<file path="config.mk">
export PLATFORM = sky130hd
export DESIGN_NAME = irq_prio_ctrl
export DESIGN_NICKNAME = d
export VERILOG_FILES = /design/src/rtl/irqc_pkg.sv /design/src/rtl/irqc_pending.sv /design/src/rtl/irqc_arbiter.sv /design/src/rtl/irq_prio_ctrl.sv
export SDC_FILE = /design/constraint.sdc
export NUM_CORES = 1
export LEC_CHECK = 0
export BUFFER_PORTS_ARGS = -buffer_cell sky130_fd_sc_hd__clkbuf_2
export CORE_MARGIN = 2
export CORE_UTILIZATION = 40
export CTS_CLUSTER_DIAMETER = 30
export DETAILED_ROUTE_END_ITERATION = 7
export GPL_TIMING_DRIVEN = 0
export HOLD_SLACK_MARGIN = 0.1
export PLACE_DENSITY = 0.83
export SLEW_MARGIN = 20
export SYNTH_ARGS = -nofsm -noshare
export SYNTH_HDL_FRONTEND = slang
export SYNTH_SLANG_ARGS = --single-unit
</file>
<file path="constraint.sdc">
create_clock -name clk -period 4.7 [get_ports clk]
set_input_delay 0.94 -clock clk [delete_from_list [all_inputs] [get_ports clk]]
set_output_delay 0.94 -clock clk [all_outputs]
set_load 0.05 [all_outputs]
</file>
<file path="src/rtl/irqc_pkg.sv">
package irqc_pkg;

    parameter int IRQ_W = 32;
    parameter int LVL_W = 3;

    typedef logic [IRQ_W-1:0]            irq_vec_t;
    typedef logic [LVL_W-1:0]            lvl_t;
    typedef logic [IRQ_W-1:0][LVL_W-1:0] lvl_map_t;

    typedef struct packed {
        logic req;
        lvl_t lvl;
    } grant_t;

    // Default assignment: line i goes to level (i mod n_lvl) + 1
    function automatic lvl_map_t spread_levels(int n_lvl);
        lvl_map_t m;
        for (int i = 0; i < IRQ_W; i++) begin
            m[i] = lvl_t'((i % n_lvl) + 1);
        end
        return m;
    endfunction

    function automatic irq_vec_t low_bits(int n);
        irq_vec_t v;
        for (int i = 0; i < IRQ_W; i++) begin
            v[i] = (i < n);
        end
        return v;
    endfunction

    function automatic irq_vec_t members_of(lvl_map_t m, lvl_t l);
        irq_vec_t v;
        for (int i = 0; i < IRQ_W; i++) begin
            v[i] = (m[i] == l);
        end
        return v;
    endfunction

    function automatic irq_vec_t members_above(lvl_map_t m, lvl_t l);
        irq_vec_t v;
        for (int i = 0; i < IRQ_W; i++) begin
            v[i] = (m[i] > l);
        end
        return v;
    endfunction

endpackage

</file>
<file path="src/rtl/irqc_pending.sv">
module irqc_pending
    import irqc_pkg::*;
#(
    parameter int       NUM_IRQ   = 24,
    parameter irq_vec_t EDGE_MASK = 32'hCCCC_CCCC
) (
    input  logic     clk,
    input  logic     rst,
    input  irq_vec_t irq_in,
    input  logic     ack_wr,
    input  irq_vec_t ack_data,
    output irq_vec_t pend_next,
    output irq_vec_t pend_q
);

    localparam irq_vec_t VALID   = low_bits(NUM_IRQ);
    localparam irq_vec_t EDGE_V  = EDGE_MASK & VALID;
    localparam irq_vec_t LEVEL_V = ~EDGE_MASK & VALID;

    irq_vec_t prev_q;
    irq_vec_t rise;
    irq_vec_t clr;

    assign rise = irq_in & ~prev_q;
    assign clr  = ack_wr ? ack_data : '0;

    // Level lines mirror the input; edge lines latch rises until acknowledged
    assign pend_next = (irq_in & LEVEL_V) | (((pend_q & ~clr) | rise) & EDGE_V);

    always_ff @(posedge clk) begin
        if (rst) begin
            pend_q <= '0;
            prev_q <= '0;
        end else begin
            pend_q <= pend_next;
            prev_q <= irq_in;
        end
    end

endmodule

</file>
<file path="src/rtl/irqc_arbiter.sv">
module irqc_arbiter
    import irqc_pkg::*;
#(
    parameter int       NUM_LVL   = 7,
    parameter lvl_map_t LEVEL_MAP = spread_levels(7)
) (
    input  logic     clk,
    input  logic     rst,
    input  irq_vec_t cand,
    input  lvl_t     mask_lvl,
    output grant_t   grant_q
);

    logic [NUM_LVL:1] hit;
    grant_t           grant_d;

    for (genvar gl = 1; gl <= NUM_LVL; gl++) begin : g_lvl
        localparam irq_vec_t MEMB = members_of(LEVEL_MAP, lvl_t'(gl));
        assign hit[gl] = |(cand & MEMB);
    end

    // Keep the highest populated level that sits above the core's mask
    always_comb begin
        grant_d.lvl = '0;
        for (int l = 1; l <= NUM_LVL; l++) begin
            if (hit[l] && (lvl_t'(l) > mask_lvl)) begin
                grant_d.lvl = lvl_t'(l);
            end
        end
        grant_d.req = (grant_d.lvl != '0);
    end

    always_ff @(posedge clk) begin
        if (rst) begin
            grant_q <= '0;
        end else begin
            grant_q <= grant_d;
        end
    end

endmodule

</file>
<file path="src/rtl/irq_prio_ctrl.sv">
module irq_prio_ctrl
    import irqc_pkg::*;
#(
    parameter int       NUM_IRQ   = 24,
    parameter int       NUM_LVL   = 7,
    parameter lvl_map_t LEVEL_MAP = spread_levels(NUM_LVL),
    parameter irq_vec_t EDGE_MASK = 32'hCCCC_CCCC
) (
    input  logic                    clk,
    input  logic                    rst,
    input  logic [IRQ_W-1:0]        irq_in,
    input  logic                    en_wr,
    input  logic [IRQ_W-1:0]        en_wdata,
    input  logic                    ack_wr,
    input  logic [IRQ_W-1:0]        ack_data,
    input  logic [LVL_W-1:0]        mask_lvl,
    output logic [IRQ_W-1:0]        pend_o,
    output logic [IRQ_W-1:0]        enable_o,
    output logic [LVL_W-1:0]        irq_lvl_o,
    output logic                    irq_req_o
);

    irq_vec_t pend_next;
    irq_vec_t pend_q;
    irq_vec_t en_q;
    irq_vec_t en_next;
    grant_t   grant_q;

    irqc_pending #(
        .NUM_IRQ   (NUM_IRQ),
        .EDGE_MASK (EDGE_MASK)
    ) u_pend (
        .clk       (clk),
        .rst       (rst),
        .irq_in    (irq_in),
        .ack_wr    (ack_wr),
        .ack_data  (ack_data),
        .pend_next (pend_next),
        .pend_q    (pend_q)
    );

    assign en_next = en_wr ? en_wdata : en_q;

    always_ff @(posedge clk) begin
        if (rst) begin
            en_q <= '0;
        end else begin
            en_q <= en_next;
        end
    end

    // Arbitrate on next-state words so the grant lands with the state update
    irqc_arbiter #(
        .NUM_LVL   (NUM_LVL),
        .LEVEL_MAP (LEVEL_MAP)
    ) u_arb (
        .clk      (clk),
        .rst      (rst),
        .cand     (pend_next & en_next),
        .mask_lvl (mask_lvl),
        .grant_q  (grant_q)
    );

    assign pend_o    = pend_q;
    assign enable_o  = en_q;
    assign irq_lvl_o = grant_q.lvl;
    assign irq_req_o = grant_q.req;

endmodule

</file>
==> metrics <==
mean cell area of the mapped netlist 10.10 um^2; fraction of the mapped netlist area in simple logic gates 18.08%; starting density of the core 41.54%; kind of launch point of the worst setup path input pin; worst-case headroom to the max-slew limit 50.67%; Final Total Pwr 0.001461 W; Area growth, synth to finish 34.79%; Cells on Worst Hold Path 2; critical path data required time 4.89 ns; H-tree depth reported by CTS 3; number of port buffers 132; prevailing post-synth register cell sky130_fd_sc_hd__dfxtp_1; total congestion overflow after global routing 0; leakage power figure 1.915 nW; fraction of the mapped netlist area in compound gates 9.832%; final worst clock skew 0.01057 ns; post-synthesis cell count 281; power density relative to cell area 382.0 nW/um^2; maximum clock frequency 426.4 MHz; CTS tree built; Seq cells post-synth 72; CTS root buffer sky130_fd_sc_hd__clkbuf_8; total DRC errors in the routed layout 0; # Max-Cap Violations 0; die span in x 88.23 um; number of buffers created by CTS 9; multiplexer fraction of the synthesized cell area 12.21%; final count of hold timing violations 0; sequential area share after synthesis 50.79%; initial DRC count 75; Total Nets Final 534; shortest clock period the worst path allows after layout 2.345 ns; buffer depth of the longest clock path 2; chip height 88.23 um; remaining antenna violation count 0; status finished clean; most common cell after layout, fill and taps aside sky130_fd_sc_hd__clkbuf_2; clock slew at reported path FFs 0.07 ns; library cell occupying the most area in the post-synthesis netlist sky130_fd_sc_hd__dfxtp_1; final slew viol count 0; Worst-Skew Late Latency 0.34 ns; # resized after CTS 0; GPL Wtd Cong 0.7996; hold bufs inserted after CTS 0; share of post-route cells with drive strength above 1 41.97%; ANT cells 0; Finished Core Util 55.99%; Crit path arrival time 2.54 ns; XOR/XNOR share of the synthesized area 0%; biggest area contributors in the synthesized netlist sky130_fd_sc_hd__dfxtp_1, sky130_fd_sc_hd__nor2b_1, sky130_fd_sc_hd__mux2i_1, sky130_fd_sc_hd__buf_4, sky130_fd_sc_hd__nor2_1; area inside the core boundary 6832 um^2; GRT Util Overall 19.17%; num ports 171; total number of vias 2474; RSZ-0062 raised after global routing no; crit path max fanout 10; maximum number of pins on one net before global-route repair 12; router iterations before antenna repair 4; top library cells by usage in the layout, fill and taps aside sky130_fd_sc_hd__clkbuf_2, sky130_fd_sc_hd__dfxtp_1, sky130_fd_sc_hd__nor2b_1; netlist area before placement 2838 um^2; final setup violating endpoints 0; accumulated negative setup slack 0 ns; global-route wire length before repair 11200 um; estimated wirelength of the detail-placed design 5593 um; path depth of the worst reg2reg path 6; area of the die 7784 um^2; number of enable flip-flop cells after synthesis 0; antenna violations before repair 0; post-detailed-route via-to-cell ratio 4.650; ratio of final minimum period to clock period 49.90%; vias in the first global route 2403; wire length after detailed routing 7414 um; number of different library cells in the post-synthesis netlist 39; number of core rows 30; count of yosys warnings during synthesis 0; buffers inserted by post-CTS timing repair 0; number of sinks on the clock net 72; adder and majority gate portion of the synthesized area 0%; Critical Path End Type flop; actual transition at the worst max-transition pin 0.7399 ns; combinational family with the most area after synthesis simple AND/OR/NAND/NOR gates; detailed-route wire length per cell 13.94 um; kind of critical path input pin to flop; area share of the leading cell type in the synthesized netlist 50.79%; Synth async-reset ratio 0%; peak ir drop on the vdd network 0.1816 mV; worst hold path type flop to flop
## synth_stat cells, types with 4 or more instances
cell                       instances
sky130_fd_sc_hd__nor2_1           39
sky130_fd_sc_hd__mux2_2            6
sky130_fd_sc_hd__a21oi_1           9
sky130_fd_sc_hd__mux2i_1          17
sky130_fd_sc_hd__inv_1             4
sky130_fd_sc_hd__mux2_1            7
sky130_fd_sc_hd__a21boi_0          5
sky130_fd_sc_hd__buf_4            21
sky130_fd_sc_hd__nand2_1           8
sky130_fd_sc_hd__clkbuf_1          8
sky130_fd_sc_hd__dfxtp_1          72
sky130_fd_sc_hd__nor2b_1          49
## cell families after synthesis
family	after synthesis
AND/OR/NAND/NOR	100
flip-flops	72
AO/OA/AOI/OAI	39
buffers and inverters	37
multiplexers	32
other	1
## stage by stage
stage | setup slack (ns) | std cells | area, um^2 | hold slack, ns
after global routing | 2.222 | 532 | 3825 | 0.5445
after global placement | 1.971 | 516 | 3645 | 0.4752
after floorplan | 2.268 | 288 | 2864 | 0.5002
after detailed placement | 2.005 | 516 | 3645 | 0.4888
final | 2.355 | 532 | 3825 | 0.4962
after CTS | 2.347 | 532 | 3825 | 0.5066
## worst max-delay path, stage by stage
cell	delay [ns]
sky130_fd_sc_hd__buf_6	0.10
sky130_fd_sc_hd__buf_12	0.14
sky130_fd_sc_hd__buf_8	0.17
sky130_fd_sc_hd__mux2i_1	0.25
sky130_fd_sc_hd__a2bb2oi_1	0.18
sky130_fd_sc_hd__o221ai_1	0.20
sky130_fd_sc_hd__a311oi_1	0.31
sky130_fd_sc_hd__a211o_1	0.15
sky130_fd_sc_hd__a31oi_1	0.09
## path summary, 6_finish.rpt
| kind | from | endpoint | slack, ns |
|---|---|---|---|
| max | en_wr | u_arb.grant_q[3] | 2.35 |
| min | enable_o[30] | enable_o[30] | 0.50 |
| max reg2reg | u_pend.pend_q[11] | u_arb.grant_q[3] | 3.00 |
| min reg2reg | enable_o[30] | enable_o[30] | 0.50 |
## layer usage
metal  wire length, um  global-route usage, %  vias up
met4                99                  5.372        0
met3               547                  6.250       13
met5                 0                      0        -
met1              3159                  24.17     1152
li1                  -                      -     1203
met2              3608                  31.65      106
## layout make-up
cell class              instances  area [um^2]
plain buffers                  33        239.0
clock buffers                  12        135.1
clock inverters                 4        45.04
fillers                       657         3007
inverters                       4        15.01
multi-input cells             179         1169
flip-flops and latches         72         1441
well taps                      96        120.1
repair buffers                132        660.6
## state kept, by name, indices dropped and copies added, names as in the netlist
| signal | cells |
|---|---|
| enable_o | 32 |
| u_pend.prev_q | 24 |
| u_arb.grant_q | 4 |
| u_pend.pend_q | 12 |
## report_power, final
group          internal, W  switching [W]  leakage [nW]  total, W
clock             0.000243       0.000218        0.0941  0.000461
combinational     0.000110       0.000225          1.22  0.000335
sequential        0.000649      0.0000155         0.598  0.000665
total              0.00100       0.000458          1.91   0.00146
No activity file was read; power rests on OpenSTA's default activity.
